$ cat src/rtl/ascii2bin_pkg.sv
package ascii2bin_pkg;
    localparam int CHAR_W = 8;
    localparam int NIB_W  = 4;

    typedef logic [NIB_W-1:0] digit_t;

    typedef enum logic {
        ST_IDLE    = 1'b0,
        ST_PRESENT = 1'b1
    } stage_state_e;
endpackage

$ cat src/rtl/ascii_digit_check.sv
module ascii_digit_check
    import ascii2bin_pkg::*;
#(
    parameter int W = CHAR_W
) (
    input  logic [W-1:0] ch,
    output digit_t       digit,
    output logic         ok
);
    localparam int HI_W = W - NIB_W;
    localparam logic [HI_W-1:0] ZONE = HI_W'(3);

    logic hi_ok;
    logic lo_ok;

    always_comb begin
        digit = ch[NIB_W-1:0];
        hi_ok = (ch[W-1:NIB_W] == ZONE);
        lo_ok = (ch[NIB_W-1:0] <= digit_t'(9));
        ok    = hi_ok && lo_ok;
    end
endmodule

$ cat src/rtl/tens_ones_combine.sv
module tens_ones_combine
    import ascii2bin_pkg::*;
#(
    parameter int OUT_W = 8
) (
    input  digit_t             tens,
    input  digit_t             ones,
    output logic [OUT_W-1:0]   value
);
    localparam int UP_W = OUT_W - 1;

    logic [UP_W-1:0] upper;

    always_comb begin
        upper = (UP_W'(tens) << 2) + UP_W'(tens) + UP_W'(ones[NIB_W-1:1]);
        value = {upper, ones[0]};
    end
endmodule

$ cat src/rtl/ascii2bin_pair.sv
module ascii2bin_pair
    import ascii2bin_pkg::*;
#(
    parameter int               OUT_W      = 8,
    parameter bit               REGISTERED = 1'b1,
    parameter logic [OUT_W-1:0] ERR_CODE   = '1
) (
    input  logic              clk,
    input  logic              rst,
    input  logic              in_valid,
    input  logic [CHAR_W-1:0] tens_char,
    input  logic [CHAR_W-1:0] ones_char,
    output logic [OUT_W-1:0]  result,
    output logic              err,
    output logic              out_valid
);
    digit_t             tens_d;
    digit_t             ones_d;
    logic               tens_ok;
    logic               ones_ok;
    logic [OUT_W-1:0]   sum;
    logic [OUT_W-1:0]   conv;
    logic               bad;

    ascii_digit_check #(.W(CHAR_W)) u_chk_tens (
        .ch(tens_char), .digit(tens_d), .ok(tens_ok)
    );
    ascii_digit_check #(.W(CHAR_W)) u_chk_ones (
        .ch(ones_char), .digit(ones_d), .ok(ones_ok)
    );
    tens_ones_combine #(.OUT_W(OUT_W)) u_comb (
        .tens(tens_d), .ones(ones_d), .value(sum)
    );

    always_comb begin
        bad  = !(tens_ok && ones_ok);
        conv = bad ? ERR_CODE : sum;
    end

    generate
        if (REGISTERED) begin : g_reg
            stage_state_e     state;
            stage_state_e     state_nxt;
            logic [OUT_W-1:0] res_q;
            logic             err_q;

            always_ff @(posedge clk) begin
                if (rst) state <= ST_IDLE;
                else     state <= state_nxt;
            end

            always_comb begin
                state_nxt = state;
                unique case (state)
                    ST_IDLE:    state_nxt = in_valid ? ST_PRESENT : ST_IDLE;
                    ST_PRESENT: state_nxt = in_valid ? ST_PRESENT : ST_IDLE;
                    default:    state_nxt = ST_IDLE;
                endcase
            end

            always_ff @(posedge clk) begin
                if (rst) begin
                    res_q <= '0;
                    err_q <= 1'b0;
                end else if (in_valid) begin
                    res_q <= conv;
                    err_q <= bad;
                end
            end

            always_comb begin
                result    = res_q;
                err       = err_q;
                out_valid = (state == ST_PRESENT);
            end
        end else begin : g_comb
            always_comb begin
                result    = conv;
                err       = bad;
                out_valid = in_valid;
            end
        end
    endgenerate
endmodule

$ cat config.mk
export PLATFORM = sky130hd
export DESIGN_NAME = ascii2bin_pair
export DESIGN_NICKNAME = d
export VERILOG_FILES = /design/src/rtl/ascii2bin_pkg.sv /design/src/rtl/ascii_digit_check.sv /design/src/rtl/tens_ones_combine.sv /design/src/rtl/ascii2bin_pair.sv
export SDC_FILE = /design/constraint.sdc
export NUM_CORES = 1
export LEC_CHECK = 0
export ABC_AREA = 1
export BUFFER_PORTS_ARGS = -buffer_cell sky130_fd_sc_hd__buf_2
export CORE_MARGIN = 8
export CORE_UTILIZATION = 45
export CTS_CLUSTER_DIAMETER = 60
export DETAILED_ROUTE_END_ITERATION = 8
export PLACE_DENSITY_LB_ADDON = 0.25
export SLEW_MARGIN = 20
export SYNTH_ARGS = -nofsm -noshare
export SYNTH_HDL_FRONTEND = slang
export SYNTH_HIERARCHICAL = 1
export SYNTH_SLANG_ARGS = --single-unit
$ cat constraint.sdc
create_clock -name clk -period 6.4 [get_ports clk]
set_clock_uncertainty 0.2 [all_clocks]
set_input_delay 1.28 -clock clk [delete_from_list [all_inputs] [get_ports clk]]
set_output_delay 1.28 -clock clk [all_outputs]
set_load 0.01 [all_outputs]
==> results.md, run 1 <==
* DR vias at 791
* Routability Congestion at 0.789
* Fraction of synthesized area in multiplexers at 0%
* Critical path class: input pin to flop
* Tot GR Track Use at 10.5%
* CP endpoint kind: flop
* Die footprint at 0.00347 mm²
* Synth unique cells at 15
* Adder-cell share of the synthesized area at 15.4%
* Number of diodes at 0
* Final hold vios at 0
* Worst-Skew Late Latency at 0.26 ns
* DRT antenna net count at 0
* Critical Path RT at 6.36 ns
* Total net switching power at 52.5 µW
* Hold-fix buffers, CTS at 0
* Setup_tns at 0 ns
* Syn Nets at 159
* Synthesized area per cell at 6.31 µm²
* Reg2Reg Launch Point: result[6]
* Slowest-stage cell, CP: fa_1
* First-pass GRT wire length at 2900 µm
* Post-synthesis simple-gate area fraction at 28.6%
* Clk sinks at 10
* Bufs and invs on worst path at 4
* Drt first pass iters at 2
* Register bit count reported by yosys at 10
* Hold Path End: result[3]
* Fin crit period at 2.97 ns
* Post CTS Setup Buffer Count at 0
* Core area at 0.00173 mm²
* Remaining DRCs at 0
* Root buffer cell: clkbuf_4
* Vias in the first global route at 754
* Tcrit/Tclk final at 46.4%
* Status: finished clean
* Initial drt markers at 8
* Setup-failing EPs final at 0
* Post-synthesis sequential area ratio at 24.2%
* Synth Area in Compound Gates at 6.66%
* Fmax at 0.337 GHz
* Ports at 29
* WL/cell at 9.58 µm
* Reg-to-reg endpoint: result[6]
* Min-Delay Path Class: flop to flop
* Synth warn at 6
* Reg2reg setup slack at 5.56 ns
* Worst path most repeated cell: inv_1
* # port buffers at 28
* Antenna violations before repair at 0
* CTS tree: yes
* Maxcap violations at 0
* Worst setup SP type: input pin
* Headroom to the max-slew limit at 82.1%
* Vias per inst at 4.49
* Combinational share of power at 32.5%
* Placed insts at 173
* Cts repair resizes at 0
* Worst VDD drop at 0.0000998 V
* Post-Layout Cell Count at 176
* Die width at 58.9 µm
* Xor and xnor area share after synthesis at 1.06%
* Min-delay src: result[3]
* WHS Path Cells at 2
* Mapped Cells at 131
* CTS buffer count at 3
* Worst-path cell chain: buf_2 -> inv_1 -> fa_1 -> fa_1 -> inv_1 -> nand3_1 -> nand3_1 -> nand2_1 -> inv_1 -> nand2_1 -> nor2_1 -> nor2_1
* HPWL Detailed at 1440 µm
* Nets@finish at 181
* CP Data Arrival Time at 2.93 ns
* Net Sw Frac at 32.1%
* Pleak at 0.000564 µW
* Syn-to-layout area delta at 12.6%
* RSZ-0062 raised after global routing: no
* Die extent in y at 58.9 µm
* Initial Utilization at 47.9%
* Crit-path leading delay family: adder cells
* Post-Syn Area at 827 µm²
* PwrDens at 176 mW/mm²
* Core Rows at 15
* Htree depth at 1
* Worst Reg-to-Reg Cells at 2
* Largest net degree at the start of global routing at 19
* Wirelength, routed at 1690 µm
* Layout cells sized above 1 at 21.9%
* DP Area at 908 µm²
* GRT overflow at 0
* Largest family of logic cells by synthesized area: simple AND/OR/NAND/NOR gates
* Count of pins over their slew limit at 0
* Clk pwr share at 25.7%
* Slowest stage delay, CP at 0.51 ns
* Seq pwr share at 41.8%
* Crit-path max FO at 3
* Pint at 111 µW
* Design Area, Final at 931 µm²
* Worst-Margin Slew at 0.268 ns
* CTS max path bufs at 2
* Clock-pin slew on the worst setup and hold paths at 0.06 ns
## through the flow
| stage | total power (µW) | setup slack (ns) | utilization [%] | hold slack (ns) |
|---|---|---|---|---|
| after CTS | 166 | 3.42 | 53.9 | 0.302 |
| after detailed placement | 124 | 3.13 | 52.6 | 0.285 |
| after global routing | 178 | 3.30 | 53.9 | 0.334 |
| after global placement | 122 | 3.19 | 52.6 | 0.279 |
| final | 164 | 3.43 | 53.9 | 0.298 |
| after floorplan | 112 | 3.26 | - | 0.325 |
## layer usage
metal	track usage, %	up-vias	wire [µm]
li1	-	423	-
met1	10.7	343	736
met2	19.3	22	853
met3	3.91	3	84
met4	3.07	0	11
met5	0	-	0
## sequential cells by signal, summed over array words and instances (netlist names)
name and cells:
result 8, err 1, out_valid 1
## worst min-delay path: cells and delay by family (launching register included)
kind            cells  cell delay [ns]
flops               1             0.32
simple gates        1             0.08
compound gates      1             0.06
## layout by cell type, fill, tap and decap left out
master     n
nand2_2    1
ha_1       7
fa_1       2
nor2_1    29
inv_2      1
clkbuf_4   3
a21oi_1    2
nand3_1    7
inv_1     28
buf_2     28
o21ai_1    1
nand2_1   23
dfxtp_1   10
xnor2_1    1
o21ai_0    8
## logic make-up (layout without fill, tap and decap cells)
logic type	count (synthesis)	after routing
compound gates	11	11
flops	10	10
buf+inv	40	60
fa+ha+maj	9	9
simple gates	60	60
xor+xnor	1	1
## cell type report
type / instances / area [µm²]
fill: 188 / 796
multi-input combinational: 81 / 428
sequential: 10 / 200
timing repair buffer: 28 / 140
inverter: 29 / 109
tap: 25 / 31.3
clock buffer: 3 / 22.5
## synth_stat cells
library cell	n	share of area (%)
nand3_1	7	4.2
buf_6	2	2.7
inv_2	1	0.45
o21ai_1	1	0.60
buf_4	9	8.2
nor2_1	29	13
fa_1	2	4.8
ha_1	7	11
nand2_1	23	10
xnor2_1	1	1.1
a21oi_1	2	1.2
nand2_2	1	0.76
inv_1	28	13
o21ai_0	8	4.8
dfxtp_1	10	24
## power groups by stage
stage / Clock, µW / Sequential, µW / Combinational (µW)
2_1_floorplan: 0 / 72.0 / 39.5
3_3_place_gp: 0 / 69.5 / 52.3
3_5_place_dp: 0 / 69.8 / 54.0
4_1_cts: 43.5 / 68.4 / 54.1
5_1_grt: 48.0 / 68.7 / 61.6
6_report: 42.1 / 68.3 / 53.2
## how the worst max path moves through the flow
stage / startpoint / to / slack [ns] / cells past startpoint
global route: tens_char[0] / result[5] / 3.30 / 13
detailed placement: tens_char[2] / result[6] / 3.13 / 12
CTS: tens_char[2] / result[6] / 3.42 / 12
global placement: tens_char[0] / result[6] / 3.19 / 12
floorplan: tens_char[0] / result[6] / 3.26 / 12
finish: tens_char[2] / result[6] / 3.43 / 12
Power figures use the tool's default switching activity.
==> run 2, diff against run 1 <==
--- a/config.mk
+++ b/config.mk
@@ -5,7 +5,7 @@
 export SDC_FILE = /design/constraint.sdc
 export NUM_CORES = 1
 export LEC_CHECK = 0
-export ABC_AREA = 1
+export ABC_AREA = 0
 export BUFFER_PORTS_ARGS = -buffer_cell sky130_fd_sc_hd__buf_2
 export CORE_MARGIN = 8
 export CORE_UTILIZATION = 45
==> constraint.sdc (replaced) <==
create_clock -name clk -period 3.1 [get_ports clk]
set_clock_uncertainty 0.2 [all_clocks]
set_input_delay 0.62 -clock clk [delete_from_list [all_inputs] [get_ports clk]]
set_output_delay 0.62 -clock clk [all_outputs]
set_load 0.01 [all_outputs]
==> results.md, run 2 <==
* Initial Utilization at 47.8%
* Fill cells at 188
* Drt first pass iters at 4
* # port buffers at 28
* Critical path class: input pin to flop
* Post-synth top area share at 24.3%
* Synthesized area per cell at 9.82 µm²
* Die extent in y at 58.8 µm
* CP endpoint kind: flop
* Largest family of logic cells by synthesized area: simple AND/OR/NAND/NOR gates
* Clock-pin slew on the worst setup and hold paths at 0.06 ns
* Ports at 29
* Root buffer cell: clkbuf_4
* Mapped Cells at 84
* Fmax at 0.395 GHz
* Tcrit/Tclk final at 81.6%
* Worst-Skew Late Latency at 0.26 ns
* Core Util, Final at 53.3%
* Adder-cell share of the synthesized area at 15.5%
* Xor and xnor area share after synthesis at 3.19%
* Worst setup SP type: input pin
* Post-synth top cells: 11 x nor2_1, 10 x dfxtp_1, 9 x buf_4
* Main synth FF type: dfxtp_1
* Fraction of synthesized area in multiplexers at 0%
* Tot GR Track Use at 8.81%
* Crit-path leading delay family: adder cells
* HPWL Detailed at 1250 µm
* Antenna violations before repair at 0
* Post-synthesis sequential area ratio at 24.3%
* Bufs and invs on worst path at 2
* Worst VDD drop at 0.000120 V
* Count of pins over their slew limit at 0
* Worst-Margin Slew at 0.508 ns
* Number of synthesized flops with an enable pin at 0
* Post-Syn Area at 825 µm²
* Die width at 58.8 µm
* Syn Nets at 112
* Hold slack at 0.285 ns
* Hold-fix buffers, CTS at 0
* Post-synth top area cell: dfxtp_1
* Pleak at 0.000470 µW
* Synth unique cells at 22
* Slowest-stage cell, CP: fa_1
* Htree depth at 1
* Remaining DRCs at 0
* Vias per inst at 4.63
* Number of diodes at 0
* DRT antenna net count at 0
* Net Sw Frac at 29.2%
* Total net switching power at 95.0 µW
* Status: finished clean
* Vias in the first global route at 571
* Most common cell after layout, fill and taps aside: buf_2
* Headroom to the max-slew limit at 66.0%
* CP Data Arrival Time at 2.52 ns
* DP Area at 898 µm²
* DR vias at 592
* Design Area, Final at 921 µm²
* Setup-failing EPs final at 0
* Most frequent cells in the layout: 28 x buf_2, 11 x nor2_1, 10 x dfxtp_1
* Routability Congestion at 0.688
* Post-synth ARST share at 0%
* Slowest stage delay, CP at 0.52 ns
* CTS max path bufs at 2
* Register bit count reported by yosys at 10
* Post CTS Setup Buffer Count at 0
* Most frequent cell after synthesis: nor2_1
* First-pass GRT wire length at 2390 µm
* PwrDens at 354 mW/mm²
* Wirelength, routed at 1490 µm
* Seq pwr share at 43.3%
* CTS buffer count at 3
* Synth Area in Compound Gates at 8.04%
* GRT overflow at 0
* Worst path most repeated cell: fa_1
* Layout cells sized above 1 at 42.7%
* Synth warn at 6
* Largest net degree at the start of global routing at 20
* Synth area leaders: dfxtp_1 24%, ha_1 11%, and4b_1 9.7%, nor3_2 9.7%, buf_4 8.2%
* CTS tree: yes
* Critical Path RT at 3.09 ns
* Total power at 326 µW
* Die footprint at 0.00346 mm²
* Combinational share of power at 30.6%
* Initial drt markers at 9
* Worst-path cell chain: buf_2 -> inv_1 -> fa_1 -> fa_1 -> nand2b_1 -> a21oi_2 -> xor2_1 -> and4b_1 -> nor3_2
* RSZ-0062 raised after global routing: no
* Min-Delay Path Class: flop to flop
* Setup_tns at 0 ns
* WL/cell at 11.6 µm
* Core area at 0.00173 mm²
* Pint at 231 µW
* Post-synthesis simple-gate area fraction at 33.5%
* Clk pwr share at 26.1%
* Maxcap violations at 0
* Cts repair resizes at 0
* Clk sinks at 10
* Final hold vios at 0
* Nets@finish at 133
* Core Rows at 15
* Fin crit period at 2.53 ns
* Syn-to-layout area delta at 11.7%
* Crit-path max FO at 2
* Max FFs per register at 8
[run 2: cell count changes in the layout (fill, tap and decap cells not counted), sizes merged, moves of 6 or more]
cell / delta
nor2: -18
inv: -21
nand2: -20
and4b: +8
nand3: -7
nor3: +8
o21ai: -6
[run 2: stage by stage]
| stage | std cells | setup WS (ns) |
|---|---|---|
| floorplan | 84 | 0.372 |
| global placement | 125 | 0.322 |
| detailed placement | 125 | 0.288 |
| CTS | 128 | 0.561 |
| global route | 128 | 0.430 |
| finish | 128 | 0.571 |
[run 2: power groups by stage]
stage / Clock (µW) / Sequential, µW / Combinational, µW
after floorplan: 0 / 149 / 74.7
after global placement: 0 / 144 / 98.7
after detailed placement: 0 / 144 / 102
after CTS: 88.3 / 141 / 102
after global routing: 92.3 / 142 / 112
final: 85.1 / 141 / 99.7
[run 2: logic make-up (layout without fill, tap and decap cells)]
logic type	count (synthesis)	count (layout)
xor gates and xnor gates	3	3
adders and majority gates	9	9
and+or+nand+nor	35	35
buffers and inverters	20	39
AOI/OAI and AO/OA	7	7
DFF	10	10
[run 2: area by class of cell]
type                       count  area, µm²  area share, %
tap                           25       31.3           3.40
multi-input combinational     54        497           53.9
timing repair buffer          28        140           15.2
inverter                       8       30.0           3.26
clock buffer                   3       22.5           2.45
sequential                    10        200           21.7
[run 2: worst register-to-register path, cell delays in order, from the launching register on]
cell and delay [ns]:
dfxtp_1 0.32, nor2_1 0.06, a311oi_4 0.19
[run 2: path summary, 6_finish.rpt]
| check | startpoint | endpoint | cells past startpoint | slack (ns) |
|---|---|---|---|---|
| worst min register to register | result[1] | result[1] | 2 | 0.28 |
| worst max register to register | err | err | 2 | 2.24 |
| worst min-delay path | result[1] | result[1] | 2 | 0.28 |
| worst max-delay path | tens_char[0] | result[6] | 9 | 0.57 |
[run 2: layer usage]
layer	wire, µm	global-route usage, %	up-vias
li1	-	-	318
met1	636	9.53	253
met2	721	14.6	17
met3	95	2.17	4
met4	34	6.14	0
met5	0	0	-
